`config.mk`:
```
export PLATFORM = sky130hd
export DESIGN_NAME = reload_pwm_timer
export DESIGN_NICKNAME = d
export VERILOG_FILES = /design/src/rtl/rpt_pkg.sv /design/src/rtl/rpt_rst_sync.sv /design/src/rtl/rpt_regs.sv /design/src/rtl/rpt_down_counter.sv /design/src/rtl/rpt_toggle_out.sv /design/src/rtl/rpt_pend_flag.sv /design/src/rtl/reload_pwm_timer.sv
export SDC_FILE = /design/constraint.sdc
export NUM_CORES = 1
export LEC_CHECK = 0
export BUFFER_PORTS_ARGS = -buffer_cell sky130_fd_sc_hd__buf_2
export CORE_AREA = 3 3 99 101
export DETAILED_ROUTE_END_ITERATION = 6
export DIE_AREA = 0 0 102 104
export PLACE_DENSITY_LB_ADDON = 0.3
export SLEW_MARGIN = 10
export SYNTH_ARGS = -nofsm -noshare
export SYNTH_HDL_FRONTEND = slang
export SYNTH_SLANG_ARGS = --single-unit
```
`constraint.sdc`:
```
create_clock -name clk -period 5.2 [get_ports clk]
set_input_delay 0.52 -clock clk [delete_from_list [all_inputs] [get_ports clk]]
set_output_delay 0.52 -clock clk [all_outputs]
set_load 0.02 [all_outputs]
```
`src/rtl/rpt_pkg.sv`:
```
package rpt_pkg;
  localparam int ADDR_W = 3;

  typedef enum logic [ADDR_W-1:0] {
    ADR_RELOAD_A = 3'd0,
    ADR_RELOAD_B = 3'd1,
    ADR_CTRL     = 3'd2,
    ADR_CLEAR    = 3'd3,
    ADR_LEVEL    = 3'd4
  } reg_addr_e;

  localparam int CTRL_TOG = 0;
  localparam int CTRL_IEA = 1;
  localparam int CTRL_IEB = 2;
  localparam int CLR_A    = 0;
  localparam int CLR_B    = 1;
  localparam int NUM_CH   = 2;
endpackage

```
`src/rtl/rpt_rst_sync.sv`:
```
module rpt_rst_sync #(
  parameter int STAGES = 2
) (
  input  logic clk,
  input  logic rst_n,
  output logic rst_sn
);
  logic [STAGES-1:0] sync_q;

  always_ff @(posedge clk or negedge rst_n) begin
    if (!rst_n) sync_q <= '0;
    else        sync_q <= {sync_q[STAGES-2:0], 1'b1};
  end

  assign rst_sn = sync_q[STAGES-1];
endmodule

```
`src/rtl/rpt_regs.sv`:
```
module rpt_regs
  import rpt_pkg::*;
#(
  parameter int CNT_W = 16
) (
  input  logic              clk,
  input  logic              rst_sn,
  input  logic              wr_en,
  input  logic [ADDR_W-1:0] wr_addr,
  input  logic [CNT_W-1:0]  wr_data,
  output logic [CNT_W-1:0]  reload_a,
  output logic [CNT_W-1:0]  reload_b,
  output logic              tog_en,
  output logic              ie_a,
  output logic              ie_b,
  output logic              lvl_wr,
  output logic              lvl_val,
  output logic              clr_a,
  output logic              clr_b
);
  logic [CNT_W-1:0] reload_a_d, reload_b_d;
  logic             tog_en_d, ie_a_d, ie_b_d;
  logic             sel_ra, sel_rb, sel_ctrl, sel_clr;

  always_comb begin
    sel_ra   = wr_en && (wr_addr == ADR_RELOAD_A);
    sel_rb   = wr_en && (wr_addr == ADR_RELOAD_B);
    sel_ctrl = wr_en && (wr_addr == ADR_CTRL);
    sel_clr  = wr_en && (wr_addr == ADR_CLEAR);
    lvl_wr   = wr_en && (wr_addr == ADR_LEVEL);
    lvl_val  = wr_data[0];
    clr_a    = sel_clr && wr_data[CLR_A];
    clr_b    = sel_clr && wr_data[CLR_B];
  end

  always_comb begin
    reload_a_d = sel_ra   ? wr_data           : reload_a;
    reload_b_d = sel_rb   ? wr_data           : reload_b;
    tog_en_d   = sel_ctrl ? wr_data[CTRL_TOG] : tog_en;
    ie_a_d     = sel_ctrl ? wr_data[CTRL_IEA] : ie_a;
    ie_b_d     = sel_ctrl ? wr_data[CTRL_IEB] : ie_b;
  end

  always_ff @(posedge clk or negedge rst_sn) begin
    if (!rst_sn) begin
      reload_a <= '0;
      reload_b <= '0;
      tog_en   <= 1'b0;
      ie_a     <= 1'b0;
      ie_b     <= 1'b0;
    end else begin
      reload_a <= reload_a_d;
      reload_b <= reload_b_d;
      tog_en   <= tog_en_d;
      ie_a     <= ie_a_d;
      ie_b     <= ie_b_d;
    end
  end
endmodule

```
`src/rtl/rpt_down_counter.sv`:
```
module rpt_down_counter #(
  parameter int CNT_W = 16
) (
  input  logic             clk,
  input  logic             rst_sn,
  input  logic             tick,
  input  logic [CNT_W-1:0] reload,
  output logic [CNT_W-1:0] count,
  output logic             uflow
);
  logic [CNT_W-1:0] count_d;
  logic             at_zero;

  always_comb begin
    at_zero = (count == '0);
    uflow   = tick && at_zero;
    count_d = count;
    if (tick) count_d = at_zero ? reload : count - {{(CNT_W-1){1'b0}}, 1'b1};
  end

  always_ff @(posedge clk or negedge rst_sn) begin
    if (!rst_sn) count <= '0;
    else         count <= count_d;
  end
endmodule

```
`src/rtl/rpt_toggle_out.sv`:
```
module rpt_toggle_out (
  input  logic clk,
  input  logic rst_sn,
  input  logic uflow,
  input  logic tog_en,
  input  logic lvl_wr,
  input  logic lvl_val,
  output logic pin,
  output logic rise
);
  logic pin_d, flip;

  always_comb begin
    flip  = uflow && tog_en && !lvl_wr;
    rise  = flip && !pin;
    pin_d = pin;
    if (lvl_wr)    pin_d = lvl_val;
    else if (flip) pin_d = !pin;
  end

  always_ff @(posedge clk or negedge rst_sn) begin
    if (!rst_sn) pin <= 1'b0;
    else         pin <= pin_d;
  end
endmodule

```
`src/rtl/rpt_pend_flag.sv`:
```
module rpt_pend_flag (
  input  logic clk,
  input  logic rst_sn,
  input  logic set,
  input  logic clr,
  output logic flag
);
  logic flag_d;

  always_comb begin
    flag_d = flag;
    if (set)      flag_d = 1'b1;
    else if (clr) flag_d = 1'b0;
  end

  always_ff @(posedge clk or negedge rst_sn) begin
    if (!rst_sn) flag <= 1'b0;
    else         flag <= flag_d;
  end
endmodule

```
`src/rtl/reload_pwm_timer.sv`:
```
module reload_pwm_timer
  import rpt_pkg::*;
#(
  parameter int CNT_W = 16
) (
  input  logic              clk,
  input  logic              rst_n,
  input  logic              tick_a,
  input  logic              tick_b,
  input  logic              wr_en,
  input  logic [ADDR_W-1:0] wr_addr,
  input  logic [CNT_W-1:0]  wr_data,
  output logic [CNT_W-1:0]  cnt_a,
  output logic [CNT_W-1:0]  cnt_b,
  output logic              pin_out,
  output logic              pend_a,
  output logic              pend_b,
  output logic              irq
);
  logic             rst_sn;
  logic [CNT_W-1:0] reload_a, reload_b;
  logic             tog_en, ie_a, ie_b, lvl_wr, lvl_val, clr_a, clr_b;
  logic             uflow_a, uflow_b, rise_a;
  logic [NUM_CH-1:0] pend_set, pend_clr, pend_q, pend_ie;

  rpt_rst_sync #(.STAGES(2)) u_rst (
    .clk(clk), .rst_n(rst_n), .rst_sn(rst_sn)
  );

  rpt_regs #(.CNT_W(CNT_W)) u_regs (
    .clk(clk), .rst_sn(rst_sn), .wr_en(wr_en), .wr_addr(wr_addr),
    .wr_data(wr_data), .reload_a(reload_a), .reload_b(reload_b),
    .tog_en(tog_en), .ie_a(ie_a), .ie_b(ie_b), .lvl_wr(lvl_wr),
    .lvl_val(lvl_val), .clr_a(clr_a), .clr_b(clr_b)
  );

  rpt_down_counter #(.CNT_W(CNT_W)) u_cnt_a (
    .clk(clk), .rst_sn(rst_sn), .tick(tick_a), .reload(reload_a),
    .count(cnt_a), .uflow(uflow_a)
  );

  rpt_down_counter #(.CNT_W(CNT_W)) u_cnt_b (
    .clk(clk), .rst_sn(rst_sn), .tick(tick_b), .reload(reload_b),
    .count(cnt_b), .uflow(uflow_b)
  );

  rpt_toggle_out u_pin (
    .clk(clk), .rst_sn(rst_sn), .uflow(uflow_a), .tog_en(tog_en),
    .lvl_wr(lvl_wr), .lvl_val(lvl_val), .pin(pin_out), .rise(rise_a)
  );

  assign pend_set = {uflow_b, rise_a};
  assign pend_clr = {clr_b, clr_a};
  assign pend_ie  = {ie_b, ie_a};

  for (genvar g = 0; g < NUM_CH; g++) begin : g_pend
    rpt_pend_flag u_flag (
      .clk(clk), .rst_sn(rst_sn), .set(pend_set[g]), .clr(pend_clr[g]),
      .flag(pend_q[g])
    );
  end

  assign pend_a = pend_q[0];
  assign pend_b = pend_q[1];
  assign irq    = |(pend_q & pend_ie);
endmodule

```
==> run metrics, run 1 <==
flop2flop setup slack=2670 ps; Required @ worst endpoint=5420 ps; Synth Net Count=353; Peak VDD IR=240 uV; CP Launch Type=flop; Final Wtd Congestion=0.900; fmax=396 MHz; met2 Use GR=24.7%; RSZ-0062 raised after global routing=false; Critical Path Sink=u_cnt_b.count[7]$_DFFE_PN0P_; Most Crowded Layer GR=met2; CP arrival=2740 ps; Initial Util=39.5%; Ys Warns=0; cells after synthesis=325; crit-path max FO=11; grt total ovfl=0; CP Capture Type=flop; drt drc=0; FF-to-FF path depth=4; root buf cell=clkbuf_8; launching point of the worst reg2reg path=u_cnt_b.count[10]$_DFFE_PN0P_; Post-Syn Area=3600 sq um; main flop type after synthesis=dfrtp_1; WL/cell=17.4 um; Hold Violations, Final=0; GRT Overall Usage=16.9%; Slew Viols, Final=0; # diodes=0; Slew Limit Headroom=26.6%; sequential fraction of the synthesis area=50.0%; fin nets=409; DRT Wirelength=8620 um; number of flops mapped to enable cells by yosys=0; Num CTS Buffers=9; final setup fails=0; Async SR Flop Fraction=100%; DP Area=3990 sq um; setup TNS=0 ps; via-per-instance ratio=5.69; IO Pins=60; drt initial violations=130; largest net degree at the start of global routing=71; P&R area growth vs syn=18.6%; Final Instance Area=4270 sq um; Sink Count=72; H-tree levels=3; Avg Inst Size Synth=11.1 sq um; full die area=10,600 sq um; outcome=finished clean; DR vias=2,828; PortBufs=59; post-DP HPWL=6260 um; Hold Crit Class=flop to flop; insertion delay to the later sink of the worst-skew pair=340 ps; remaining antenna violation count after routing=0; Die Span X=102 um; Die Ht=104 um; fin crit share=48.6%; power per cell area=513 nW/um^2; first-pass GRT wire length=14,300 um; Crit Reg-Reg Endpoint=u_cnt_b.count[7]$_DFFE_PN0P_; met1 Use GR=24.5%; GRT met3 Usage=4.36%; worst setup path start=u_cnt_b.count[10]$_DFFE_PN0P_; fin crit period=2530 ps; initial antenna violation count=0; Final Skew=11.7 ps; setup repair bufs after CTS=0; total of max-cap violations=0; CTS max path bufs=2; Clock transition at path regs=70 ps; Lkg Pwr=1.84 nW; CORE AREA=9110 sq um; CTS tree=done; Pre-Repair DR Iteration Count=5; number of global-route vias before repair=2,745; post_cts resized=0; Yosys cell types=61; #FFs+latches synth=72; critical path class=flop to flop; layout cell share with drive strength beyond 1=32.1%; # rows=35; worst-margin pin slew=1090 ps
-- cells in the mapped netlist, types with 3 or more instances --
master	count	area share [%]
a21oi_1	5	0.69
a22oi_1	3	0.63
a2bb2oi_1	4	0.97
a311oi_1	3	0.73
a31oi_1	5	0.87
a41oi_1	3	0.73
and3_1	3	0.52
buf_6	3	0.94
clkbuf_1	13	1.4
dfrtp_1	72	50
ha_1	4	1.4
inv_1	14	1.5
mux2_2	33	10
nand2_1	25	2.6
nand3_1	6	0.83
nand4_1	8	1.4
nor2_1	9	0.94
nor3_1	12	1.7
nor4_1	3	0.52
nor4bb_1	3	0.83
o21ai_0	14	1.9
o311ai_0	6	1.5
o31ai_1	7	1.5
o41ai_1	4	0.97
or2_2	4	0.69
or3_1	9	1.6
or4_1	3	0.63
-- worst max-delay path, stage by stage, from the launching register on --
cell	delay, ps
dfrtp_1	430
or4_1	580
nor3_1	910
a211oi_1	180
a311o_1	310
-- flip-flops by register name, indices dropped and copies added (netlist names), 2 cells and up --
name                flops
u_regs.reload_b        16
u_cnt_a.count          16
g_pend.u_flag.flag      2
u_cnt_b.count          16
u_regs.reload_a        16
u_rst.sync_q            2
-- per-stage QoR --
stage | hold WS, ps | util (%) | setup WS [ps] | cells | total power [mW]
global route | 372 | 46.9 | 2400 | 497 | 2.33
detailed placement | 307 | 43.8 | 2690 | 480 | 1.60
global placement | 305 | 43.8 | 2750 | 480 | 1.58
finish | 355 | 46.9 | 2670 | 497 | 2.19
CTS | 359 | 46.9 | 2690 | 497 | 2.21
floorplan | 224 | - | 2820 | 325 | 1.37
-- worst min path at each step --
stage                                    from                        end  slack [ps]  cells past startpoint
global placement                        rst_n  u_rst.sync_q[0]$_DFF_PN0_         310                      1
finish              u_rst.sync_q[0]$_DFF_PN0_  u_rst.sync_q[1]$_DFF_PN0_         350                      0
CTS                 u_rst.sync_q[0]$_DFF_PN0_  u_rst.sync_q[1]$_DFF_PN0_         360                      0
floorplan                               rst_n  u_rst.sync_q[0]$_DFF_PN0_         220                      0
detailed placement                      rst_n  u_rst.sync_q[0]$_DFF_PN0_         310                      1
global route        u_rst.sync_q[0]$_DFF_PN0_  u_rst.sync_q[1]$_DFF_PN0_         370                      0
-- layout by cell type, fill, tap and decap left out, types with 3 or more instances in the layout --
master,instances
dfrtp_1,71
buf_2,59
mux2_2,33
nand2_1,25
inv_1,14
o21ai_0,14
nor3_1,12
clkbuf_8,10
or3_1,9
nor2_1,9
nand4_1,8
o31ai_1,7
o311ai_0,6
nand3_1,6
a31oi_1,5
a21oi_1,5
or2_2,4
a2bb2oi_1,4
o41ai_1,4
ha_1,4
bufinv_16,4
or4_1,3
a22oi_1,3
and3_1,3
a41oi_1,3
nor4_1,3
a311oi_1,3
-- layer usage --
metal	vias up	wire length, um	part of all wire [%]
met5	-	0	0
met4	0	51	0.59
met3	6	421	4.9
met2	80	4030	47
met1	1375	4130	48
li1	1367	-	-
-- cell type report --
type | instances | area (sq um)
flip-flops and latches | 72 | 1800
well taps | 111 | 139
repair buffers | 61 | 313
fillers | 832 | 4840
clock buffers | 10 | 138
inverters | 14 | 52.6
multi-input cells | 223 | 1690
clock inverters | 6 | 138
-- cell families (layout without fill, tap and decap cells) --
family	count (synthesis)	after routing	synth area share, %
simple gates	104	104	17.2
fa+ha+maj	4	4	1.39
compound gates	79	79	16.6
buf+inv	30	91	3.75
mux	35	35	10.9
flops	72	72	50.0
other cells	1	1	0.104
-- timing repair --
| action | 4_1_cts | 5_1_grt |
|---|---|---|
| hold buffers | 1 | 0 |
| endpoints found under the hold margin | 2 | 0 |
| endpoints found under the setup margin | 0 | 0 |
-- report_power, final --
| part | switching, mW | total (mW) | internal [mW] |
|---|---|---|---|
| Clock | 0.217 | 0.600 | 0.383 |
| Sequential | 0.183 | 0.899 | 0.716 |
| Combinational | 0.420 | 0.694 | 0.274 |
(Power assumes the default switching activity.)
==> inputs of run 2 (changes only) <==
==> constraint.sdc (replaced) <==
create_clock -name clk -period 2.3 [get_ports clk]
set_input_delay 0.23 -clock clk [delete_from_list [all_inputs] [get_ports clk]]
set_output_delay 0.23 -clock clk [all_outputs]
set_load 0.02 [all_outputs]
==> run 2 against run 1 <==
  * Fmax rose by 12%
  * Wire length rose by 4.5%
  * Core utilization rose by 1.5 points
  * Non-clock buffer count rose by 22
  * Sequential share of layout area fell by 1.3 points
  * Sequential power rose by 120%
  * Combinational power rose to 2.7 times the previous value
  * Register-to-register slack got worse by 2600 ps
  * Sequential cell count did not move
  * Cell area rose by 3.2%
  * Hold slack got worse by 220 ps
  * Critical path type unchanged
  * Critical endpoint is now u_cnt_a.count[11]$_DFFE_PN0P_
  * Largest power group unchanged
  * Highest routed layer unchanged
==> run metrics, run 2 (synthesis results as in run 1) <==
PortBufs=59 (unchanged); Hold Crit Class=input pin to flop; DR vias=2,973 (+5.1%); DRT Wirelength=9010 um (+4.5%); RSZ-0062 raised after global routing=true; layout filler cell count=861 (+3.5%); Lkg Pwr=1.93 nW (+4.7%); Hold Violations, Final=0 (unchanged); P&R area growth vs syn=22.4%; worst-margin pin slew=690 ps (-403 ps); total of max-cap violations=0 (unchanged); via-per-instance ratio=5.73 (+0.67%); drt drc=0 (unchanged); initial antenna violation count=0 (unchanged); GRT Overall Usage=17.0% (+0.17 points); Int Pwr=3.03 mW (+120%); insertion delay to the later sink of the worst-skew pair=350 ps (about the same); Sink Count=72 (unchanged); IO Pins=60 (unchanged); full die area=10,600 sq um (unchanged); Reg power frac=39.7% (-1.3 points); Slew Limit Headroom=53.4% (+27 points); fin crit share=97.7% (+49 points); Final Skew=10.5 ps (-1.22 ps); Pre-Repair DR Iteration Count=4 (-1); Clock transition at path regs=90 ps (+20 ps); layout cell share with drive strength beyond 1=36.5% (+4.4 points); most frequent cells in the layout=dfrtp_1, buf_2, mux2_2, nand2_1, buf_4; CTS max path bufs=2 (unchanged); fin nets=431 (+5.4%); Initial Util=39.5% (unchanged); CP Capture Type=flop; fin crit period=2250 ps (-278 ps); grt total ovfl=0 (unchanged); setup TNS=0 ps (unchanged); fmax=445 MHz (+12%); H-tree levels=3 (unchanged); Die Ht=104 um (unchanged); CP arrival=2530 ps (-210 ps); Clk pwr share=23.1% (-4.3 points); Die Span X=102 um (unchanged); power per cell area=1120 nW/um^2 (+120%); remaining antenna violation count after routing=0 (unchanged); critical path class=flop to flop; WL/cell=17.4 um (about the same); first-pass GRT wire length=14,500 um (+1.9%); P_sw=1.93 mW (+130%); Required @ worst endpoint=2590 ps (-2830 ps); # rows=35 (unchanged); Final Wtd Congestion=0.874 (-2.9%); setup repair bufs after CTS=0 (unchanged); post-DP HPWL=6550 um (+4.6%); most common cell after layout, fill and taps aside=dfrtp_1; CORE AREA=9110 sq um (unchanged); crit-path max FO=11 (unchanged); largest net degree at the start of global routing=60 (-15%); Slew Viols, Final=0 (unchanged); drt initial violations=187 (+44%); root buf cell=clkbuf_8; # diodes=0 (unchanged); Num CTS Buffers=9 (unchanged); Final Util=48.4% (+1.5 points); number of global-route vias before repair=2,903 (+5.8%); Sw Ratio=38.8% (+1.4 points); CTS tree=done; final setup fails=0 (unchanged); Comb pwr share=37.1% (+5.4 points); CP Launch Type=flop; Peak VDD IR=622 uV (+160%); outcome=finished clean
[run 2: cell types whose count changed in the layout (fill, tap and decap cells not counted), moves of 2 or more]
cell       before  now
buf_4           1   22
bufinv_16       4    2
dfrtp_1        71   69
dfrtp_2         1    3
[run 2: metrics by stage]
stage | hold slack [ps] | cells | total power, mW | area [sq um] | setup WS (ps)
floorplan | -65.6 | 325 | 3.09 | 3610 | -10.1
global placement | 15.5 | 502 | 3.77 | 4170 | 82.0
detailed placement | 16.5 | 502 | 3.80 | 4170 | 25.0
CTS | 116 | 519 | 4.97 | 4400 | 17.9
global route | 117 | 519 | 5.26 | 4410 | -10.3
finish | 133 | 519 | 4.96 | 4410 | 53.2
[run 2: layout make-up]
| class | count | area (sq um) | share of cell area, % |
|---|---|---|---|
| flip-flops and latches | 72 | 1810 | 40.9 |
| multi-input cells | 223 | 1690 | 38.4 |
| clock inverters | 6 | 90.1 | 2.04 |
| well taps | 111 | 139 | 3.15 |
| repair buffers | 83 | 490 | 11.1 |
| clock buffers | 10 | 138 | 3.12 |
| inverters | 14 | 52.6 | 1.19 |
[run 2: power groups by stage]
stage / Sequential [mW] / Clock [mW] / Combinational (mW)
after floorplan: 2.22 / 0 / 0.871
after global placement: 1.97 / 0 / 1.80
after detailed placement: 1.98 / 0 / 1.82
after CTS: 1.97 / 1.17 / 1.83
after global routing: 2.03 / 1.23 / 2.00
final: 1.97 / 1.15 / 1.84
[run 2: worst max-delay path, stage by stage, from the launching register on]
cell	delay, ps
dfrtp_2	440
inv_2	70
ha_1	150
or4b_4	460
or4_4	530
buf_4	200
a211oi_2	170
o22a_1	160
[run 2: timing repair]
| action | 4_1_cts | 5_1_grt |
|---|---|---|
| resized for setup | 0 | 2 |
| endpoints found under the setup margin | 0 | 5 |
| endpoints found under the hold margin | 2 | 0 |
| hold buffers | 1 | 0 |
[run 2: layer usage]
metal / GRT usage [%] / vias to the layer above / share of wire [%]
li1: - / 1400 / -
met4: 4.87 / 0 / 0.77
met1: 24.1 / 1460 / 46
met2: 25.9 / 105 / 47
met3: 4.29 / 8 / 5.8
met5: 0 / - / 0
[run 2: path summary, 6_finish.rpt]
path | cells after the start | end | startpoint | slack (ps)
worst min-delay path | 2 | u_regs.reload_a[13]$_DFFE_PN0P_ | wr_data[13] | 130
worst min register to register | 0 | u_cnt_b.count[3]$_DFFE_PN0P_ | u_rst.sync_q[1]$_DFF_PN0_ | 150
worst max-delay path | 7 | u_cnt_a.count[11]$_DFFE_PN0P_ | u_cnt_a.count[0]$_DFFE_PN0P_ | 50
min in group asynchronous | 0 | u_cnt_b.count[3]$_DFFE_PN0P_ | u_rst.sync_q[1]$_DFF_PN0_ | 150
worst max register to register | 7 | u_cnt_a.count[11]$_DFFE_PN0P_ | u_cnt_a.count[0]$_DFFE_PN0P_ | 50
max in group asynchronous | 1 | u_cnt_a.count[0]$_DFFE_PN0P_ | u_rst.sync_q[1]$_DFF_PN0_ | 1540
